<file path="config.mk">
export PLATFORM = sky130hd
export DESIGN_NAME = sync_burst_reader
export DESIGN_NICKNAME = d
export VERILOG_FILES = /design/src/rtl/burst_pkg.sv /design/src/rtl/burst_cfg.sv /design/src/rtl/burst_addr_step.sv /design/src/rtl/burst_mem.sv /design/src/rtl/burst_seq.sv /design/src/rtl/sync_burst_reader.sv
export SDC_FILE = /design/constraint.sdc
export NUM_CORES = 1
export LEC_CHECK = 0
export BUFFER_PORTS_ARGS = -buffer_cell sky130_fd_sc_hd__buf_4
export CORE_MARGIN = 2
export CORE_UTILIZATION = 30
export DETAILED_ROUTE_END_ITERATION = 8
export PLACE_DENSITY = 0.56
export SETUP_SLACK_MARGIN = 0.15
export SLEW_MARGIN = 25
export SYNTH_ARGS = -nofsm -noshare
export SYNTH_HDL_FRONTEND = slang
export SYNTH_SLANG_ARGS = --single-unit
</file>
<file path="constraint.sdc">
create_clock -name clk -period 6.19 [get_ports clk]
set_input_delay 0 -clock clk [delete_from_list [all_inputs] [get_ports clk]]
set_output_delay 0 -clock clk [all_outputs]
set_load 0.005 [all_outputs]
</file>
<file path="src/rtl/burst_pkg.sv">
package burst_pkg;

  typedef enum logic [2:0] {
    BM_LINEAR = 3'd0,
    BM_WRAP4  = 3'd1,
    BM_WRAP8  = 3'd2,
    BM_WRAP16 = 3'd3,
    BM_WRAP32 = 3'd4
  } burst_mode_e;

  typedef enum logic [1:0] {
    ST_IDLE  = 2'd0,
    ST_WAIT  = 2'd1,
    ST_BURST = 2'd2
  } seq_state_e;

endpackage

</file>
<file path="src/rtl/burst_cfg.sv">
module burst_cfg
  import burst_pkg::*;
#(
  parameter int LAT_IN_W = 4,
  parameter int LAT_MIN  = 3,
  parameter int LAT_MAX  = 7,
  parameter int LAT_RST  = 4,
  localparam int LAT_W   = $clog2(LAT_MAX + 1)
) (
  input  logic                clk,
  input  logic                rst_n,
  input  logic                we,
  input  logic [LAT_IN_W-1:0] lat_in,
  input  logic [2:0]          mode_in,
  output logic [LAT_W-1:0]    lat,
  output burst_mode_e         mode
);

  logic [LAT_W-1:0] lat_clamped;
  burst_mode_e      mode_norm;

  always_comb begin
    if (int'(lat_in) < LAT_MIN)      lat_clamped = LAT_W'(LAT_MIN);
    else if (int'(lat_in) > LAT_MAX) lat_clamped = LAT_W'(LAT_MAX);
    else                             lat_clamped = LAT_W'(lat_in);
  end

  always_comb begin
    if (mode_in > 3'd4) mode_norm = BM_LINEAR;
    else                mode_norm = burst_mode_e'(mode_in);
  end

  always_ff @(posedge clk or negedge rst_n) begin
    if (!rst_n) begin
      lat  <= LAT_W'(LAT_RST);
      mode <= BM_LINEAR;
    end else if (we) begin
      lat  <= lat_clamped;
      mode <= mode_norm;
    end
  end

endmodule

</file>
<file path="src/rtl/burst_addr_step.sv">
module burst_addr_step
  import burst_pkg::*;
#(
  parameter int ADDR_W = 16
) (
  input  logic [ADDR_W-1:0] cur,
  input  burst_mode_e       mode,
  output logic [ADDR_W-1:0] nxt
);

  logic [ADDR_W-1:0] mask;
  logic [ADDR_W-1:0] inc;

  always_comb begin
    case (mode)
      BM_WRAP4:  mask = ADDR_W'(3);
      BM_WRAP8:  mask = ADDR_W'(7);
      BM_WRAP16: mask = ADDR_W'(15);
      BM_WRAP32: mask = ADDR_W'(31);
      default:   mask = '0;
    endcase
  end

  assign inc = cur + ADDR_W'(1);

  always_comb begin
    if (mode == BM_LINEAR) nxt = inc;
    else                   nxt = (cur & ~mask) | (inc & mask);
  end

endmodule

</file>
<file path="src/rtl/burst_mem.sv">
module burst_mem #(
  parameter int ADDR_W = 16,
  parameter int DATA_W = 16,
  parameter logic [31:0] MULT = 32'h0000_9E37,
  parameter logic [31:0] SALT = 32'h0000_5A5A
) (
  input  logic [ADDR_W-1:0] addr,
  output logic [DATA_W-1:0] word
);

  logic [31:0] prod;

  assign prod = 32'(addr) * MULT;
  assign word = prod[DATA_W-1:0] ^ SALT[DATA_W-1:0];

endmodule

</file>
<file path="src/rtl/burst_seq.sv">
module burst_seq
  import burst_pkg::*;
#(
  parameter int ADDR_W     = 16,
  parameter int LAT_W      = 3,
  parameter int SPARE_BASE = 'hFF00
) (
  input  logic              clk,
  input  logic              rst_n,
  input  logic              ce_n,
  input  logic              oe_n,
  input  logic              adv_n,
  input  logic [ADDR_W-1:0] addr,
  input  logic [LAT_W-1:0]  cfg_lat,
  input  burst_mode_e       cfg_mode,
  input  logic [ADDR_W-1:0] nxt_addr,
  output logic [ADDR_W-1:0] cur_addr,
  output burst_mode_e       mode_eff,
  output logic              in_burst,
  output logic              rdy,
  output logic              spare_err
);

  seq_state_e       state;
  logic [LAT_W-1:0] cnt;
  logic [LAT_W-1:0] lat_q;
  logic             capture;
  logic             fallback;

  assign capture  = !ce_n && !adv_n;
  assign fallback = (cfg_mode == BM_WRAP32) && (addr >= ADDR_W'(SPARE_BASE));
  assign in_burst = (state == ST_BURST);

  always_ff @(posedge clk or negedge rst_n) begin
    if (!rst_n) begin
      state     <= ST_IDLE;
      cnt       <= '0;
      lat_q     <= '0;
      cur_addr  <= '0;
      mode_eff  <= BM_LINEAR;
      rdy       <= 1'b0;
      spare_err <= 1'b0;
    end else if (capture) begin
      state    <= ST_WAIT;
      cnt      <= LAT_W'(1);
      lat_q    <= cfg_lat;
      cur_addr <= addr;
      mode_eff <= fallback ? BM_LINEAR : cfg_mode;
      rdy      <= 1'b0;
      if (fallback) spare_err <= 1'b1;
    end else if (ce_n) begin
      state <= ST_IDLE;
      rdy   <= 1'b0;
    end else begin
      case (state)
        ST_WAIT: begin
          cnt <= cnt + LAT_W'(1);
          if (cnt == lat_q - LAT_W'(1)) rdy <= 1'b1;
          if (cnt == lat_q) state <= ST_BURST;
        end
        ST_BURST: begin
          if (!oe_n) cur_addr <= nxt_addr;
        end
        default: ;
      endcase
    end
  end

endmodule

</file>
<file path="src/rtl/sync_burst_reader.sv">
module sync_burst_reader
  import burst_pkg::*;
#(
  parameter int ADDR_W     = 16,
  parameter int DATA_W     = 16,
  parameter int LAT_IN_W   = 4,
  parameter int LAT_MIN    = 3,
  parameter int LAT_MAX    = 7,
  parameter int LAT_RST    = 4,
  parameter int SPARE_BASE = 'hFF00
) (
  input  logic                clk,
  input  logic                rst_n,
  input  logic                cfg_we,
  input  logic [LAT_IN_W-1:0] cfg_lat,
  input  logic [2:0]          cfg_mode,
  input  logic                ce_n,
  input  logic                oe_n,
  input  logic                adv_n,
  input  logic [ADDR_W-1:0]   addr,
  output logic                rdy,
  output logic                dq_oe,
  output logic [DATA_W-1:0]   dq,
  output logic                spare_err
);

  localparam int LAT_W = $clog2(LAT_MAX + 1);

  logic [LAT_W-1:0]  lat_cfg;
  burst_mode_e       mode_cfg;
  burst_mode_e       mode_eff;
  logic [ADDR_W-1:0] cur_addr;
  logic [ADDR_W-1:0] nxt_addr;
  logic [DATA_W-1:0] mem_word;
  logic              in_burst;

  burst_cfg #(
    .LAT_IN_W (LAT_IN_W),
    .LAT_MIN  (LAT_MIN),
    .LAT_MAX  (LAT_MAX),
    .LAT_RST  (LAT_RST)
  ) u_cfg (
    .clk     (clk),
    .rst_n   (rst_n),
    .we      (cfg_we),
    .lat_in  (cfg_lat),
    .mode_in (cfg_mode),
    .lat     (lat_cfg),
    .mode    (mode_cfg)
  );

  burst_seq #(
    .ADDR_W     (ADDR_W),
    .LAT_W      (LAT_W),
    .SPARE_BASE (SPARE_BASE)
  ) u_seq (
    .clk       (clk),
    .rst_n     (rst_n),
    .ce_n      (ce_n),
    .oe_n      (oe_n),
    .adv_n     (adv_n),
    .addr      (addr),
    .cfg_lat   (lat_cfg),
    .cfg_mode  (mode_cfg),
    .nxt_addr  (nxt_addr),
    .cur_addr  (cur_addr),
    .mode_eff  (mode_eff),
    .in_burst  (in_burst),
    .rdy       (rdy),
    .spare_err (spare_err)
  );

  burst_addr_step #(
    .ADDR_W (ADDR_W)
  ) u_step (
    .cur  (cur_addr),
    .mode (mode_eff),
    .nxt  (nxt_addr)
  );

  burst_mem #(
    .ADDR_W (ADDR_W),
    .DATA_W (DATA_W)
  ) u_mem (
    .addr (cur_addr),
    .word (mem_word)
  );

  assign dq_oe = in_burst && !ce_n && !oe_n;
  assign dq    = dq_oe ? mem_word : '0;

endmodule

</file>
# [After elaboration in Yosys (flattened, before gate mapping)]
# Cells that the tools add are included.
[totals] input_bits=29 register_bits=35
[op_classes] eq_ne=11 multipliers=1 muxes=22 n_reduce_logical=18 order_cmp=4 addsub=3 bitwise=5
[ops] op="2-to-1 mux 16 bit" count=6
[ops] op="2-to-1 mux 3 bit" count=7
[ops] op="case mux 5 bit (4 select lines)" count=1
[ops] op="adder 16 x 1 -> 16 bit, second input constant" count=1
[ops] op="bitwise AND 16 bit" count=1
[ops] op="bitwise AND 16 x 5 -> 16 bit" count=1
[ops] op=">= comparator 16 bit, second input constant" count=1
[ops] op="multiplier 16 x 16 -> 16 bit, second input constant" count=1
[ops] op="inverter 5 -> 16 bit" count=1
[ops] op="OR 16 bit" count=1
[ops] op="nonzero test 3 bit" count=3
[ops] op="2-to-1 mux 2 bit" count=4
[ops] op="inverter 8 bit" count=1
[ops] op="AND reduction 2 bit" count=4
[ops] op="== test 3 x 2 -> 1 bit, second input constant" count=2
[ops] op="== test 3 bit" count=2
[ops] op="== test 3 bit, second input constant" count=2
[ops] op="greater-than comparator 4 x 3 -> 1 bit, second input constant" count=1
[ops] op="logical AND 1 bit" count=4
[ops] op="< comparator 4 x 2 -> 1 bit, second input constant" count=1
[ops] op="2-to-1 mux 1 bit" count=4
[ops] op="!= test 2 x 1 -> 1 bit, second input constant" count=2
[ops] op="nonzero test 2 bit" count=2
[ops] op="adder 3 x 1 -> 3 bit, second input constant" count=1
[ops] op="8 further kinds" count=10

# [Longest topological paths before layout]
[logic_depth] ltp_word=10 mapped_depth=19

# [Cells and area by module]
# Synthesis repeated with hierarchy kept, for this count alone.
[unflattened] hier_cells=476 hier_area_um2=4921.0
[modules_own_cells] mod="burst_mem" cells_each=267 n_inst=1 area_per_inst_um2=2461.1
[modules_own_cells] mod="burst_seq" cells_each=117 n_inst=1 area_per_inst_um2=1559.0
[modules_own_cells] mod="burst_addr_step" cells_each=48 n_inst=1 area_per_inst_um2=354.1
[modules_own_cells] mod="sync_burst_reader" cells_each=20 n_inst=1 area_per_inst_um2=291.5
[modules_own_cells] mod="burst_cfg" cells_each=24 n_inst=1 area_per_inst_um2=255.2

# [Worst setup path before layout]
# Ideal clock, no wire load.
[synth_timing] path_type="reg-to-output" from="reg u_seq.cur_addr[5]" to="out dq[15]" n_path_buf=0 required_time_ps=6190 stages_incl_launch_ff=20 arrival_ps=4348 setup_slack_ps=1842 cell_sequence="dfrtp_1 -> ha_1 -> xor2_1 -> ha_1 -> a21o_1 -> ha_1 -> inv_1 -> fa_1 -> inv_1 -> fa_1 -> inv_1 -> fa_1 -> inv_1 -> ha_1 -> a21o_1 -> a21oi_1 -> o21ai_0 -> a21oi_1 -> xnor2_1 -> nor2_1"
[synth_between] elab_chain_cells=2
[synth_lines] element="start: declaration" line_no="burst_seq.sv:17" text="output logic [ADDR_W-1:0] cur_addr,"
[synth_lines] element="start signal: assignment" line_no="burst_seq.sv:47" text="cur_addr <= addr;"
[synth_lines] element="start signal: assignment" line_no="burst_seq.sv:62" text="if (!oe_n) cur_addr <= nxt_addr;"
[synth_lines] element="multiplier 16 x 16 -> 16 bit" line_no="burst_mem.sv:13" text="assign prod = 32'(addr) * MULT;"
[synth_lines] element="2-to-1 mux 16 bit" line_no="sync_burst_reader.sv:90" text="assign dq = dq_oe ? mem_word : '0;"
[synth_lines] element="end: declaration" line_no="sync_burst_reader.sv:23" text="output logic [DATA_W-1:0] dq,"
# No other way between the ends.

# [Worst setup path after layout]
# Ends and elaborated chain as after synthesis.

==> flow_summary.toml <==
[sta]
rsz0062_at_grt = "false"
finalHoldViolCount = 1
fin_crit_sh = 0.833
setup-tns-final_ps = 0
final.hold.worst_slack_ps = -1.43
finClkSkew_ps = 5.86
relSlewSlack = 0.475
setup_violations = 0
tightest_slew_ps = 787
min_period_ps = 5150
slew_viol_final = 0
fmax_mhz = 194

[hold_path]
min_path_type = "in2reg"
hp-start = "cfg_lat[0]"

[place]
place_inst = 705
dp_hpwl_mm = 8.55
portBuffers = 47
place.gp.congestion = 0.885

[job]
max_cap_viol_count = 0

[drt]
postRouteAntennaNets = 0
first_pass_iters = 4
wl_per_cell_um = 14.0
drt_iter0_drc = 131
drc_errors = 0
viasPerCell = 4.61
wirelength_mm = 10.3
vias = 3391

[clocking]
cts.sinks = 35
cts-resized-gates = 0
path_clk_slew_ps = 50
cts-root-buf = "clkbuf_16"
postCtsSetupBuffers = 0
clockBufferDepth = 2
worstSkewPairLatency_ps = 280
cts_tree = "yes"
htreeDepth = 2
cts_inserted_buffers = 5

[synth]
syn_inst = 482
syn_nets = 615
synth_top_family_by_area = "adder cells"
ys_types = 50
async_reset_ff_frac = 1.00
synth_simple_gate_area_frac = 0.128
synthesis.area_um2 = 4360
synth_fa_ha_area_frac = 0.369
ys_warn_count = 0
synth_edf_count = 0
synthMuxAreaShare = 0.00229
ys_seq_area_frac = 0.201
synth-xor-area-share = 0.0915
yosys_register_bits = 35
synth_compound_area_frac = 0.110
avgSynthCellArea_um2 = 9.05
synthFlopType = "dfrtp_1"

[global_routing]
grt_max_degree = 36
grt_usage = 0.135
antenna_found_initial = 0
grt_pass1_vias = 3605
grt_pass1_wl_mm = 17.3
overflow = 0

[layout]
post-route-util = 0.368
final_nets = 683
area_delta_synth_final_pct = 21.2
final_common_cell = "inv_1"
final_cell_mix = "inv_1 (101), ha_1 (63), buf_4 (48)"
final_cells = 735
diodes = 0
fillCellCount = 1444
drive_gt1_frac = 0.120

[floorplan]
io-pin-count = 48
core_um2 = 14400
start_util = 0.304
rows = 44
die_w_um = 125
die_area_um2 = 15500
fp.dieH_um = 125

[outcome]
status = "complete, but fails checks"
violations = "hold timing"

[setup_path]
cp.arrival_ps = 5150
cp-start-kind = "register"
critical_path_required_ps = 6190
max_stage_delay_ps = 520
worstSetupEndpointType = "output pin"
worstPathCellList = "ha_1 -> xor2_1 -> ha_1 -> a21o_1 -> ha_1 -> inv_1 -> fa_1 -> inv_1 -> fa_1 -> inv_1 -> fa_1 -> inv_1 -> ha_1 -> a21o_1 -> a21oi_1 -> o21ai_0 -> a21oi_1 -> xnor2_1 -> nor2_1 -> buf_4"
slowest_stage = "fa_1"
crit_family = "adder cells"
rrSetupSlack_ps = 3720
cp_max_fo = 8
crit_type = "reg2out"
path_buf_inv = 5
r2r-start = "u_seq.cur_addr[0]"
critPathLaunch = "u_seq.cur_addr[5]"
-- worst paths after layout --
path / end / cells after the start
max in group asynchronous: u_cfg.lat[2] / 2
setup / recovery: dq[15] / 20
hold reg to reg: u_seq.spare_err / 1
min in group asynchronous: u_seq.spare_err / 2
hold / removal: u_cfg.lat[0] / 3
setup reg to reg: u_seq.cur_addr[14] / 6
-- tightest hold or removal path, cell delays in order --
cell and delay, ps:
buf_4 80, nor2_1 30, a21oi_1 120
-- synthesized netlist by cell type (2+ instances only) --
| master | count | share of area |
|---|---|---|
| a211oi_1 | 2 | 0.0034 |
| nand2b_1 | 3 | 0.0043 |
| nand2_4 | 2 | 0.0052 |
| nor3_4 | 2 | 0.0075 |
| xor2_1 | 14 | 0.028 |
| or2_2 | 2 | 0.0029 |
| nand3b_1 | 2 | 0.0034 |
| clkbuf_1 | 7 | 0.0060 |
| nand3_1 | 5 | 0.0057 |
| nand4_1 | 5 | 0.0072 |
| nor3_1 | 5 | 0.0057 |
| and3_1 | 5 | 0.0072 |
| and4_1 | 2 | 0.0040 |
| o21a_1 | 2 | 0.0034 |
| dfrtp_1 | 34 | 0.20 |
| xnor2_1 | 29 | 0.058 |
| o21ai_0 | 25 | 0.029 |
| a221o_1 | 3 | 0.0069 |
| ha_1 | 63 | 0.18 |
| nor2_1 | 34 | 0.029 |
| o21ai_1 | 3 | 0.0034 |
| a21oi_1 | 17 | 0.020 |
| and2_1 | 2 | 0.0029 |
| nor4_1 | 4 | 0.0057 |
| a22o_1 | 2 | 0.0040 |
| inv_1 | 101 | 0.087 |
| fa_1 | 41 | 0.19 |
| o211ai_1 | 2 | 0.0034 |
| nand2_1 | 33 | 0.028 |
| a21o_1 | 11 | 0.019 |
-- kinds of logic after synthesis --
logic type / count (synthesis)
AOI/OAI and AO/OA: 76
and+or+nand+nor: 111
muxes: 1
adders and majority gates: 104
xor gates and xnor gates: 44
buffers and inverters: 111
DFF: 35
-- metal layers --
layer  routed length, um  global-route usage  share of wire
met1                5220               0.188           0.51
met2                4510               0.222           0.44
met3                 409              0.0202          0.040
met4                 143              0.0337          0.014
met5                   0                   0              0
-- per-stage QoR --
step | hold slack (ps) | instance area [um^2] | setup slack (ps)
4_1_cts | 3.10 | 5290 | 1060
3_3_place_gp | -18.1 | 4910 | 1390
5_1_grt | 18.2 | 5290 | 763
3_5_place_dp | -13.2 | 4910 | 1370
2_1_floorplan | -296 | 4360 | 1840
6_report | -1.43 | 5290 | 1040
-- timing repair --
action / in CTS / in global routing
endpoints found under the hold margin: 55 / 0
hold buffers: 22 / 0
setup endpoints to repair: 0 / 0
-- cell type report --
| class | instances | area (um^2) | area share |
|---|---|---|---|
| Clock buffer | 8 | 156 | 0.0296 |
| Inverter | 102 | 388 | 0.0734 |
| Multi-Input combinational cell | 336 | 3060 | 0.578 |
| Sequential cell | 35 | 877 | 0.166 |
| Tap cell | 184 | 230 | 0.0435 |
| Timing Repair Buffer | 70 | 581 | 0.110 |
Power is not shown: default switching activity piles up to over one toggle a cycle in this logic, so the estimate is an artifact.
